<file path="src/rtl/irq_pkg.sv">
package irq_pkg;
    localparam int unsigned SRC_N     = 40;
    localparam int unsigned FIRST_SRC = 2;
    localparam int unsigned NMI_LAST  = 3;
    localparam int unsigned BYTE_W    = 8;
    localparam int unsigned NUM_BYTES = SRC_N / BYTE_W;
    localparam int unsigned IDX_W     = $clog2(SRC_N);
    localparam int unsigned ADDR_W    = 4;
    localparam int unsigned VEC_W     = 16;
    localparam logic [VEC_W-1:0] VEC_TOP = 16'hFFFC;

    typedef logic [SRC_N-1:0] src_vec_t;
endpackage

</file>
<file path="src/rtl/irq_pend_bank.sv">
module irq_pend_bank
    import irq_pkg::*;
#(
    parameter int unsigned N    = SRC_N,
    parameter int unsigned LO   = FIRST_SRC,
    parameter int unsigned NMIH = NMI_LAST
) (
    input  logic         clk,
    input  logic         rst_n,
    input  logic [N-1:0] set_i,
    input  logic [N-1:0] swclr_i,
    input  logic [N-1:0] ackclr_i,
    output logic [N-1:0] pend_o
);
    typedef struct packed {
        logic [N-1:0] pend;
    } bank_st_t;

    bank_st_t st_d, st_q;

    always_comb begin
        st_d = st_q;
        for (int i = 0; i < N; i++) begin
            if (i < LO) begin
                st_d.pend[i] = 1'b0;
            end else if (i <= NMIH) begin
                st_d.pend[i] = set_i[i] | (st_q.pend[i] & ~ackclr_i[i]);
            end else begin
                st_d.pend[i] = set_i[i] | (st_q.pend[i] & ~ackclr_i[i] & ~swclr_i[i]);
            end
        end
    end

    always_ff @(posedge clk) begin
        if (!rst_n) st_q <= '0;
        else        st_q <= st_d;
    end

    assign pend_o = st_q.pend;
endmodule

</file>
<file path="src/rtl/irq_regif.sv">
module irq_regif
    import irq_pkg::*;
#(
    parameter int unsigned N    = SRC_N,
    parameter int unsigned BW   = BYTE_W,
    parameter int unsigned AW   = ADDR_W,
    parameter int unsigned NMIH = NMI_LAST
) (
    input  logic          clk,
    input  logic          rst_n,
    input  logic          wr_i,
    input  logic [AW-1:0] addr_i,
    input  logic [BW-1:0] wdata_i,
    input  logic [N-1:0]  pend_i,
    output logic [BW-1:0] rdata_o,
    output logic [N-1:0]  swclr_o,
    output logic [N-1:0]  en_o
);
    localparam int unsigned NB = N / BW;

    typedef struct packed {
        logic [N-1:0] en;
    } regif_st_t;

    regif_st_t st_d, st_q;

    always_comb begin
        st_d    = st_q;
        swclr_o = '0;
        for (int i = 0; i < N; i++) begin
            if (wr_i && addr_i == AW'(i / BW) && !wdata_i[i % BW])
                swclr_o[i] = 1'b1;
            if (i <= NMIH)
                st_d.en[i] = 1'b0;
            else if (wr_i && addr_i == AW'(NB + i / BW))
                st_d.en[i] = wdata_i[i % BW];
        end
    end

    always_comb begin
        rdata_o = '0;
        for (int b = 0; b < NB; b++) begin
            if (addr_i == AW'(b))      rdata_o = pend_i[b*BW +: BW];
            if (addr_i == AW'(NB + b)) rdata_o = st_q.en[b*BW +: BW];
        end
    end

    always_ff @(posedge clk) begin
        if (!rst_n) st_q <= '0;
        else        st_q <= st_d;
    end

    assign en_o = st_q.en;
endmodule

</file>
<file path="src/rtl/irq_arbiter.sv">
module irq_arbiter
    import irq_pkg::*;
#(
    parameter int unsigned N    = SRC_N,
    parameter int unsigned LO   = FIRST_SRC,
    parameter int unsigned NMIH = NMI_LAST,
    parameter int unsigned IW   = IDX_W,
    parameter int unsigned VW   = VEC_W,
    parameter logic [VW-1:0] TOP = VEC_TOP
) (
    input  logic [N-1:0]  pend_i,
    input  logic [N-1:0]  en_i,
    input  logic          mst_i,
    output logic          req_o,
    output logic [IW-1:0] idx_o,
    output logic [VW-1:0] vec_o,
    output logic [N-1:0]  win_o
);
    logic [N-1:0] elig;

    always_comb begin
        elig = '0;
        for (int i = 0; i < N; i++) begin
            if (i >= LO) begin
                if (i <= NMIH) elig[i] = pend_i[i];
                else           elig[i] = pend_i[i] & en_i[i] & mst_i;
            end
        end
    end

    always_comb begin
        req_o = 1'b0;
        idx_o = '0;
        win_o = '0;
        for (int i = N - 1; i >= int'(LO); i--) begin
            if (elig[i]) begin
                req_o = 1'b1;
                idx_o = IW'(i);
            end
        end
        if (req_o) win_o[idx_o] = 1'b1;
        vec_o = TOP - (VW'(idx_o) << 2);
    end
endmodule

</file>
<file path="src/rtl/irq_ctrl_top.sv">
module irq_ctrl_top
    import irq_pkg::*;
(
    input  logic                clk,
    input  logic                rst_n,
    input  logic [SRC_N-1:0]    src_req,
    input  logic                reg_wr,
    input  logic [ADDR_W-1:0]   reg_addr,
    input  logic [BYTE_W-1:0]   reg_wdata,
    output logic [BYTE_W-1:0]   reg_rdata,
    input  logic                mst_set,
    input  logic                mst_clr,
    output logic                mst_flag,
    output logic                irq_req,
    output logic [IDX_W-1:0]    irq_idx,
    output logic [VEC_W-1:0]    irq_vec,
    input  logic                irq_ack
);
    typedef struct packed {
        logic mst;
    } top_st_t;

    top_st_t  st_d, st_q;
    src_vec_t pend_q;
    src_vec_t en_q;
    src_vec_t swclr;
    src_vec_t win;
    src_vec_t ackclr;
    logic     accept;

    assign accept = irq_ack & irq_req;
    assign ackclr = accept ? win : '0;

    irq_pend_bank u_bank (
        .clk      (clk),
        .rst_n    (rst_n),
        .set_i    (src_req),
        .swclr_i  (swclr),
        .ackclr_i (ackclr),
        .pend_o   (pend_q)
    );

    irq_regif u_regif (
        .clk     (clk),
        .rst_n   (rst_n),
        .wr_i    (reg_wr),
        .addr_i  (reg_addr),
        .wdata_i (reg_wdata),
        .pend_i  (pend_q),
        .rdata_o (reg_rdata),
        .swclr_o (swclr),
        .en_o    (en_q)
    );

    irq_arbiter u_arb (
        .pend_i (pend_q),
        .en_i   (en_q),
        .mst_i  (st_q.mst),
        .req_o  (irq_req),
        .idx_o  (irq_idx),
        .vec_o  (irq_vec),
        .win_o  (win)
    );

    always_comb begin
        st_d = st_q;
        if (mst_set) st_d.mst = 1'b1;
        if (mst_clr) st_d.mst = 1'b0;
        if (accept)  st_d.mst = 1'b0;
    end

    always_ff @(posedge clk) begin
        if (!rst_n) st_q <= '0;
        else        st_q <= st_d;
    end

    assign mst_flag = st_q.mst;
endmodule

</file>
<file path="config.mk">
export PLATFORM = sky130hd
export DESIGN_NAME = irq_ctrl_top
export DESIGN_NICKNAME = d
export VERILOG_FILES = /design/src/rtl/irq_pkg.sv /design/src/rtl/irq_pend_bank.sv /design/src/rtl/irq_regif.sv /design/src/rtl/irq_arbiter.sv /design/src/rtl/irq_ctrl_top.sv
export SDC_FILE = /design/constraint.sdc
export NUM_CORES = 1
export LEC_CHECK = 0
export CAP_MARGIN = 25
export CORE_UTILIZATION = 49
export CTS_BUF_LIST = sky130_fd_sc_hd__clkbuf_4 sky130_fd_sc_hd__clkbuf_8
export DETAILED_ROUTE_END_ITERATION = 10
export MAX_ROUTING_LAYER = met4
export PLACE_DENSITY = 0.74
export RECOVER_POWER = 25
export SLEW_MARGIN = 40
export SYNTH_ARGS = -nofsm -noshare
export SYNTH_HDL_FRONTEND = slang
export SYNTH_HIERARCHICAL = 1
export SYNTH_SLANG_ARGS = --single-unit
</file>
<file path="constraint.sdc">
create_clock -name clk -period 4.7 [get_ports clk]
set_clock_uncertainty 0.15 [all_clocks]
set_input_delay 0.47 -clock clk [delete_from_list [all_inputs] [get_ports clk]]
set_output_delay 0.47 -clock clk [all_outputs]
set_load 0.02 [all_outputs]
</file>
Word level (Yosys, flattened, before mapping)

Cells that the tools add are included.

Memories kept: 0
Bits in read-only memories: 0
Input port bits: 58
Bits in latches: 0
Memory bits (writable): 0
Register bits: 81

Reduce and logical (&&, ||, !) cells: 57
Div/mod/pow operators: 0
Mux-type cells: 126
Shift operators: 0
Bitwise gates (word level): 260
Eq/ne operators: 9
$lt $le $gt $ge: 2
Add/sub/neg operators: 1
$mul: 0

Operator list:

| cell                 | number |
|---|---|
| $mux 6               | 38 |
| $and 1x1->1          | 147 |
| $mux 40              | 2 |
| $mux 8               | 10 |
| $mux 1               | 75 |
| $not 1->1            | 75 |
| $logic_and 1x1->1    | 47 |
| $or 1x1->1           | 38 |
| $eq 4x3->1 const B   | 4 |
| $sub 3x9->10 const A | 1 |
| $eq 4x2->1 const B   | 2 |
| $eq 4x4->1 const B   | 2 |
| $logic_not 1->1      | 8 |
| $lt 6x7->1 const B   | 1 |
| $demux 1 s6          | 1 |
| $ge 6x1->1 const B   | 1 |
| $eq 4x1->1 const B   | 1 |
| $logic_not 4->1      | 1 |
| $reduce_or 3->1      | 1 |

Logic depth before layout (Yosys ltp)

Gate-level depths: netlist (run 1).

Depth after elaboration: 50
Mapped depth: 15
Depth with buffers taken out: 11

Modules after synthesis

The synthesis (run 1) kept the hierarchy.

By module, submodules not included:

| module        | cells an instance | sequential area each (sq um) | times used | area each (sq um) |
|---|---|---|---|---|
| irq_regif     | 308               | 720.7                        | 1          | 2519.9 |
| irq_pend_bank | 121               | 760.7                        | 1          | 1382.6 |
| irq_arbiter   | 207               | 0.0                          | 1          | 1231.2 |
| irq_ctrl_top  | 52                | 20.0                         | 1          | 382.9 |

Least setup slack after synthesis (run 1)

No wires, ideal clock.

Path kind: register to output
Start point: reg st_q (netlist: mst_flag)
End point: out irq_vec[3]
Data required time: 4080 ps
Setup slack: 1439 ps
Data arrival time: 2641 ps
Cell stages (with the launch flop): 10
Path through: dfxtp_1 > buf_4 > inv_2 > or3b_1 > a2111o_1 > a21o_1 > and3b_1 > buf_6 > o21ai_0 > inv_1

Cells in the longest elaborated chain, start to end: 40

RTL lines:

| what                   | line               | text |
|---|---|---|
| from (decl)            | irq_ctrl_top.sv:23 | `top_st_t st_d, st_q;` |
| from (signal assigned) | irq_ctrl_top.sv:74 | `else st_q <= st_d;` |
| $and 1x1->1            | irq_arbiter.sv:26  | `else elig[i] = pend_i[i] & en_i[i] & mst_i;` |
| $mux 6 (35 in series)  | irq_arbiter.sv:36  | `if (elig[i]) begin` |
| $mux 6 * (3 in series) | irq_arbiter.sv:36  |  |
| named net irq_idx[1]   | irq_ctrl_top.sv:15 | `output logic [IDX_W-1:0] irq_idx,` |
| $sub 3x9->10 *         | irq_arbiter.sv:42  | `vec_o = TOP - (VW'(idx_o) << 2);` |
| to (decl)              | irq_ctrl_top.sv:16 | `output logic [VEC_W-1:0] irq_vec,` |

The timed path passes the listed nets; every way through them passes the cells marked *.

Worst setup path in the final report (run 1)

Start point: reg u_bank.st_q, in the netlist u_bank/pend_o[33]
End point: out irq_idx[0]

Cells in the longest elaborated chain, start to end: 34

RTL lines:

| what                      | line                | text |
|---|---|---|
| from (decl)               | irq_pend_bank.sv:19 | `bank_st_t st_d, st_q;` |
| from (signal assigned)    | irq_pend_bank.sv:36 | `else st_q <= st_d;` |
| $and 1x1->1 (2 in series) | irq_arbiter.sv:26   |  |
| $mux 6 (32 in series)     | irq_arbiter.sv:36   |  |
| to (decl)                 | irq_ctrl_top.sv:15  |  |

No other way between the ends.

==> flow_metrics.tcl, run 1 <==
set metrics [dict create \
    dp_hpwl_mm 13.7 \
    required_ns 4.08 \
    grt_pass1_wl_mm 28.8 \
    final_cell_mix "dfxtp_1 (75), clkdlybuf4s50_1 (72), nor2_1 (68)" \
    clockRootBuffer "clkbuf_8" \
    drc_errors 0 \
    area_growth_syn_to_layout_pct 16.5 \
    cts_resized 0 \
    finalCriticalPeriod_ns 4.14 \
    antenna_found_initial 0 \
    avgRoutedWirePerCell_um 21.7 \
    syn_area_per_cell_um2 8.06 \
    finalCritPeriodShare_pct 88.2 \
    grt_usage_pct 34.5 \
    synth_cells 675 \
    layout.cells.most_common "dfxtp_1" \
    path_cells "nand2_1 > a32oi_1 > a21oi_1 > o32ai_1 > a311oi_1 > or2_1 > inv_2 > clkdlybuf4s50_1" \
    htreeDepth 3 \
    crit_type "flop to output port" \
    grt_pass1_vias 5190 \
    ctsHoldBuffers 0 \
    cts_post_setup_buffers_inserted 0 \
    r2r-end "u_bank/pend_o[38]" \
    path_max_fanout 13 \
    clk_pin_slew_worst_paths_ns 0.08 \
    vias 5478 \
    via_per_inst 6.35 \
    initial_utilization_pct 50.2 \
    fmax_ghz 0.241 \
    gr-total-overflow 0 \
    crit_arrival_ns 3.52 \
    insertedDiodeCount 0 \
    port_buffers 77 \
    slew_headroom_pct 33.4 \
    drtPass1Iterations 5 \
    ioPinCount 90 \
    rr_worst_depth 10 \
    synth_area_um2 5440 \
    dr.first_iter.drc_count 506 \
    crit_family "compound AO/OA/AOI/OAI gates" \
    dp_slack_ns 0.903 \
    reg2reg_from "u_bank/pend_o[21]" \
    cap_viol_max_count 0 \
    hold_class "primary input to flop" \
    cp-start-kind "flop" \
    p_leak_uw 0.00234 \
    grt_max_degree 55 \
    drt-total-wl_mm 18.7 \
    rrSetupSlack_ns 1.27 \
    clkLatencyLatePin_ns 0.39 \
    rows 38 \
    power_density_nw_per_um2 253 \
    drive_above_1_share_pct 11.6 \
    slowest_delay_ns 0.67 \
    dieArea_um2 11500 \
    place_congestion 0.960 \
    setup_viol 0 \
    placed_area_um2 6120 \
    worst_slew_pin_slew_ns 0.995 \
    clock_sinks 75 \
    die_w_um 107 \
    rsz0062_at_grt "no" \
    final_hold_viol_count 0 \
    fin_setup_tns_ns 0 \
    cp-end-kind "output port" \
    drtAntennaViolNets 0 \
    clockBufferDepth 2 \
    cts_buffers 9 \
    fin_ws_ns 0.557 \
    vdd_ir_drop_max_v 0.000176 \
    status "complete, no violations" \
    die_h_um 107 \
    worst-path-buf-inv 2 \
    min_from "rst_n" \
    hold_end "u_bank/pend_o[2]" \
    cp_slowest_cell "clkdlybuf4s50_1" \
    coreArea_um2 10800 \
    stdcell_area_um2 6340 \
    min_path_cells 2 \
    yosys_warnings 6 \
    fin_nets 776 \
    finalMaxSlewViolations 0 \
    cts_tree "done" \
]
==> area by class of cell <==
class | count | area [µm²]
clock inverter | 5 | 75.1
multi-input combinational | 532 | 3530
fill | 995 | 4500
timing repair buffer | 87 | 853
tap | 140 | 175
inverter | 13 | 48.8
clock buffer | 11 | 151
sequential | 75 | 1500
==> how the worst max path moves through the flow <==
stage	end	start	slack [ns]	cells after the start
final	irq_idx[0]	u_bank/pend_o[33]	0.56	8
after detailed placement	reg_rdata[2]	reg_addr[1]	0.90	7
after CTS	irq_idx[0]	u_bank/pend_o[33]	0.64	8
after global placement	reg_rdata[2]	reg_addr[1]	0.85	7
after floorplan	irq_vec[3]	mst_flag	1.44	9
after global routing	irq_idx[0]	u_bank/pend_o[33]	0.43	8
==> worst register-to-register path, stage by stage (launching register included) <==
cell,delay [ns]
dfxtp_1,0.39
a222oi_1,0.39
a21boi_0,0.21
o32ai_1,0.18
a311oi_1,0.58
or2_1,0.49
inv_2,0.25
nor4_1,0.26
and3_2,0.22
nor3b_1,0.05
o21a_1,0.16
==> metrics by stage <==
step	std cells	hold slack [ns]	power, µW	util [%]
5_1_grt	863	0.391	1650	58.4
3_5_place_dp	847	0.395	1020	56.5
6_report	863	0.349	1600	58.4
3_3_place_gp	847	0.385	1020	56.5
2_1_floorplan	684	0.351	896	-
4_1_cts	863	0.354	1600	58.6
==> flip-flops by register name, summed over array words and instances (netlist names) <==
register,flops
u_regif/en_o,36
mst_flag,1
u_bank/pend_o,38
==> layer usage <==
layer  wire, µm  vias up  part of all wire [%]  track usage, %
li1           -     2519                     -               -
met1       8240     2599                    44            45.8
met2       8060      314                    43            50.1
met3       1790       46                   9.6            7.75
met4        590        0                   3.2            14.9
met5          0        -                     0               -
==> where the power goes <==
group | switching (µW) | internal (µW) | leakage (µW)
registers | 47.1 | 663 | 0.000618
logic | 165 | 138 | 0.00160
clock network | 264 | 325 | 0.000119
total | 476 | 1130 | 0.00234
Note: power is estimated with default switching activity, not from simulation.
==> run 2: changes to the inputs <==
- CORE_ASPECT_RATIO: not set -> 1.4
==> run 2 against run 1 <==
The run now ends with capacitance limit, slew limit left. First-iteration DRC count grew 6.9%. Combinational power decreased by 1%. Cell area is 0.14% higher. Non-clock buffer count rose by 1. Global-route usage decreased by 0.81 points. Critical path type is now primary input to output port. Critical endpoint is now reg_rdata[2].
==> flow_metrics.tcl, run 2 (synthesis results as in run 1) <==
set metrics [dict create \
    status "complete, but fails checks" \
    violations "capacitance limit, slew limit" \
    rsz0062_at_grt "no" \
    slew_headroom_pct -2.68 \
    dp_hpwl_mm 14.1 \
    seq_power_share_pct 42.0 \
    ctsHoldBuffers 0 \
    drive_above_1_share_pct 11.5 \
    nFillCells 981 \
    seqCellArea_um2 1500 \
    coreArea_um2 10800 \
    port_buffers 77 \
    largest_reg_flops 38 \
    required_ns 4.08 \
    combinationalPowerShare_pct 17.8 \
    min_path_cells 2 \
    rr_worst_depth 11 \
    swShare_pct 28.1 \
    grt_max_degree 40 \
    cts_post_setup_buffers_inserted 0 \
    initial_utilization_pct 50.3 \
    grt_pass1_wl_mm 28.5 \
    clockRootBuffer "clkbuf_8" \
    dr.first_iter.drc_count 541 \
    setup_viol 0 \
    via_per_inst 6.33 \
    area_growth_syn_to_layout_pct 16.7 \
    worst-path-buf-inv 3 \
    path_max_fanout 15 \
    insertedDiodeCount 0 \
    fmax_ghz 0.250 \
    finalCritPeriodShare_pct 85.1 \
    dp_slack_ns 0.858 \
    rrSetupSlack_ns 1.41 \
    avgRoutedWirePerCell_um 21.5 \
    hold_class "flop to flop" \
    layout.cells.most_common "dfxtp_1" \
    cts_buffers 9 \
    r2r-end "u_bank/pend_o[26]" \
    path_cells "dlygate4sd3_1 > buf_4 > a21o_1 > o21ai_0 > a2111oi_0 > a2bb2oi_1 > clkdlybuf4s50_1" \
    min_from "u_regif/en_o[19]" \
    drc_errors 0 \
    slowest_delay_ns 0.87 \
    drtAntennaViolNets 0 \
    cap_viol_max_count 1 \
    cts_resized 0 \
    hold_end "u_regif/en_o[19]" \
    htreeDepth 3 \
    final_hold_viol_count 0 \
    die_w_um 91.0 \
    internal_power_uw 1210 \
    fin_ws_ns 0.698 \
    antenna_found_initial 0 \
    fin_nets 777 \
    crit_family "buffers and inverters" \
    drt-total-wl_mm 18.6 \
    gr-total-overflow 0 \
    cts_tree "done" \
    final_cell_mix "dfxtp_1 (75), clkdlybuf4s50_1 (71), nor2_1 (68)" \
    ioPinCount 90 \
    cp-end-kind "output port" \
    die_h_um 127 \
    vdd_ir_drop_max_v 0.000180 \
    clk_pin_slew_worst_paths_ns 0.09 \
    clock_sinks 75 \
    worst_slew_pin_slew_ns 1.53 \
    grt_pass1_vias 5087 \
    finalCriticalPeriod_ns 4.00 \
    rows 45 \
    p_leak_uw 0.00234 \
    place_congestion 0.971 \
    clkLatencyLatePin_ns 0.38 \
    vias 5466 \
    drtPass1Iterations 5 \
    cp_slowest_cell "dlygate4sd3_1" \
    power_density_nw_per_um2 264 \
    cp-start-kind "primary input" \
    multiInputGateArea_um2 3520 \
    fin_setup_tns_ns 0 \
    pwr-share-clk_pct 40.2 \
    power_switching_uw 471 \
    finalMaxSlewViolations 9 \
    clockBufferDepth 2 \
    reg2reg_from "u_bank/pend_o[38]" \
    crit_arrival_ns 3.38 \
    dieArea_um2 11500 \
    crit_type "primary input to output port" \
    grt_usage_pct 33.7 \
]
==> run 2: changes by cell type in the layout (fill, tap and decap cells not counted), moves of 2 or more <==
cell,change
clkinv_2,-3
buf_4,+4
buf_12,-2
bufinv_16,+2
clkbuf_8,-2
==> run 2: cell type report <==
cell class	count	share of cell area, %
multi-input cells	532	55.4
flip-flops and latches	75	23.7
repair buffers	88	13.2
well taps	141	2.78
clock inverters	6	2.17
clock buffers	9	1.95
inverters	13	0.769
==> run 2: metrics by stage <==
step | instances | instance area (µm²) | total power (µW) | hold slack (ns) | utilization [%]
after floorplan | 684 | 5470 | 896 | 0.351 | -
after global placement | 849 | 6110 | 1010 | 0.386 | 56.6
after detailed placement | 849 | 6110 | 1010 | 0.385 | 56.6
after CTS | 864 | 6370 | 1680 | 0.401 | 59.0
after global routing | 864 | 6340 | 1730 | 0.431 | 58.7
final | 864 | 6340 | 1680 | 0.405 | 58.7
==> run 2: power by group through the flow <==
stage	sequential (µW)	clock [µW]	combinational, µW
final	704	674	299
after global routing	707	710	318
after CTS	702	676	298
after detailed placement	717	0	297
after global placement	717	0	291
after floorplan	699	0	198
==> run 2: worst register-to-register path, delay by kind of cell, from the launching register on <==
family,cells,cell delay [ns]
AOI/OAI and AO/OA,5,1.31
and+or+nand+nor,5,1.04
DFF,1,0.47
buffers and inverters,1,0.22
==> run 2: worst max-delay path by stage <==
| stage | from | endpoint | slack [ns] | cells past startpoint |
|---|---|---|---|---|
| floorplan | mst_flag | irq_vec[3] | 1.44 | 9 |
| global route | reg_addr[1] | reg_rdata[2] | 0.59 | 7 |
| global placement | reg_addr[2] | reg_rdata[2] | 0.84 | 7 |
| detailed placement | reg_addr[2] | reg_rdata[2] | 0.86 | 7 |
| CTS | mst_flag | irq_idx[1] | 0.80 | 8 |
| finish | reg_addr[1] | reg_rdata[2] | 0.70 | 7 |
==> run 2: metal layers <==
metal | part of all wire, % | track usage (%) | vias up
met5 | 0 | - | -
met4 | 5.4 | 20.7 | 0
met3 | 6.7 | 4.26 | 72
met2 | 48 | 53.8 | 310
met1 | 40 | 40.3 | 2557
li1 | - | - | 2527
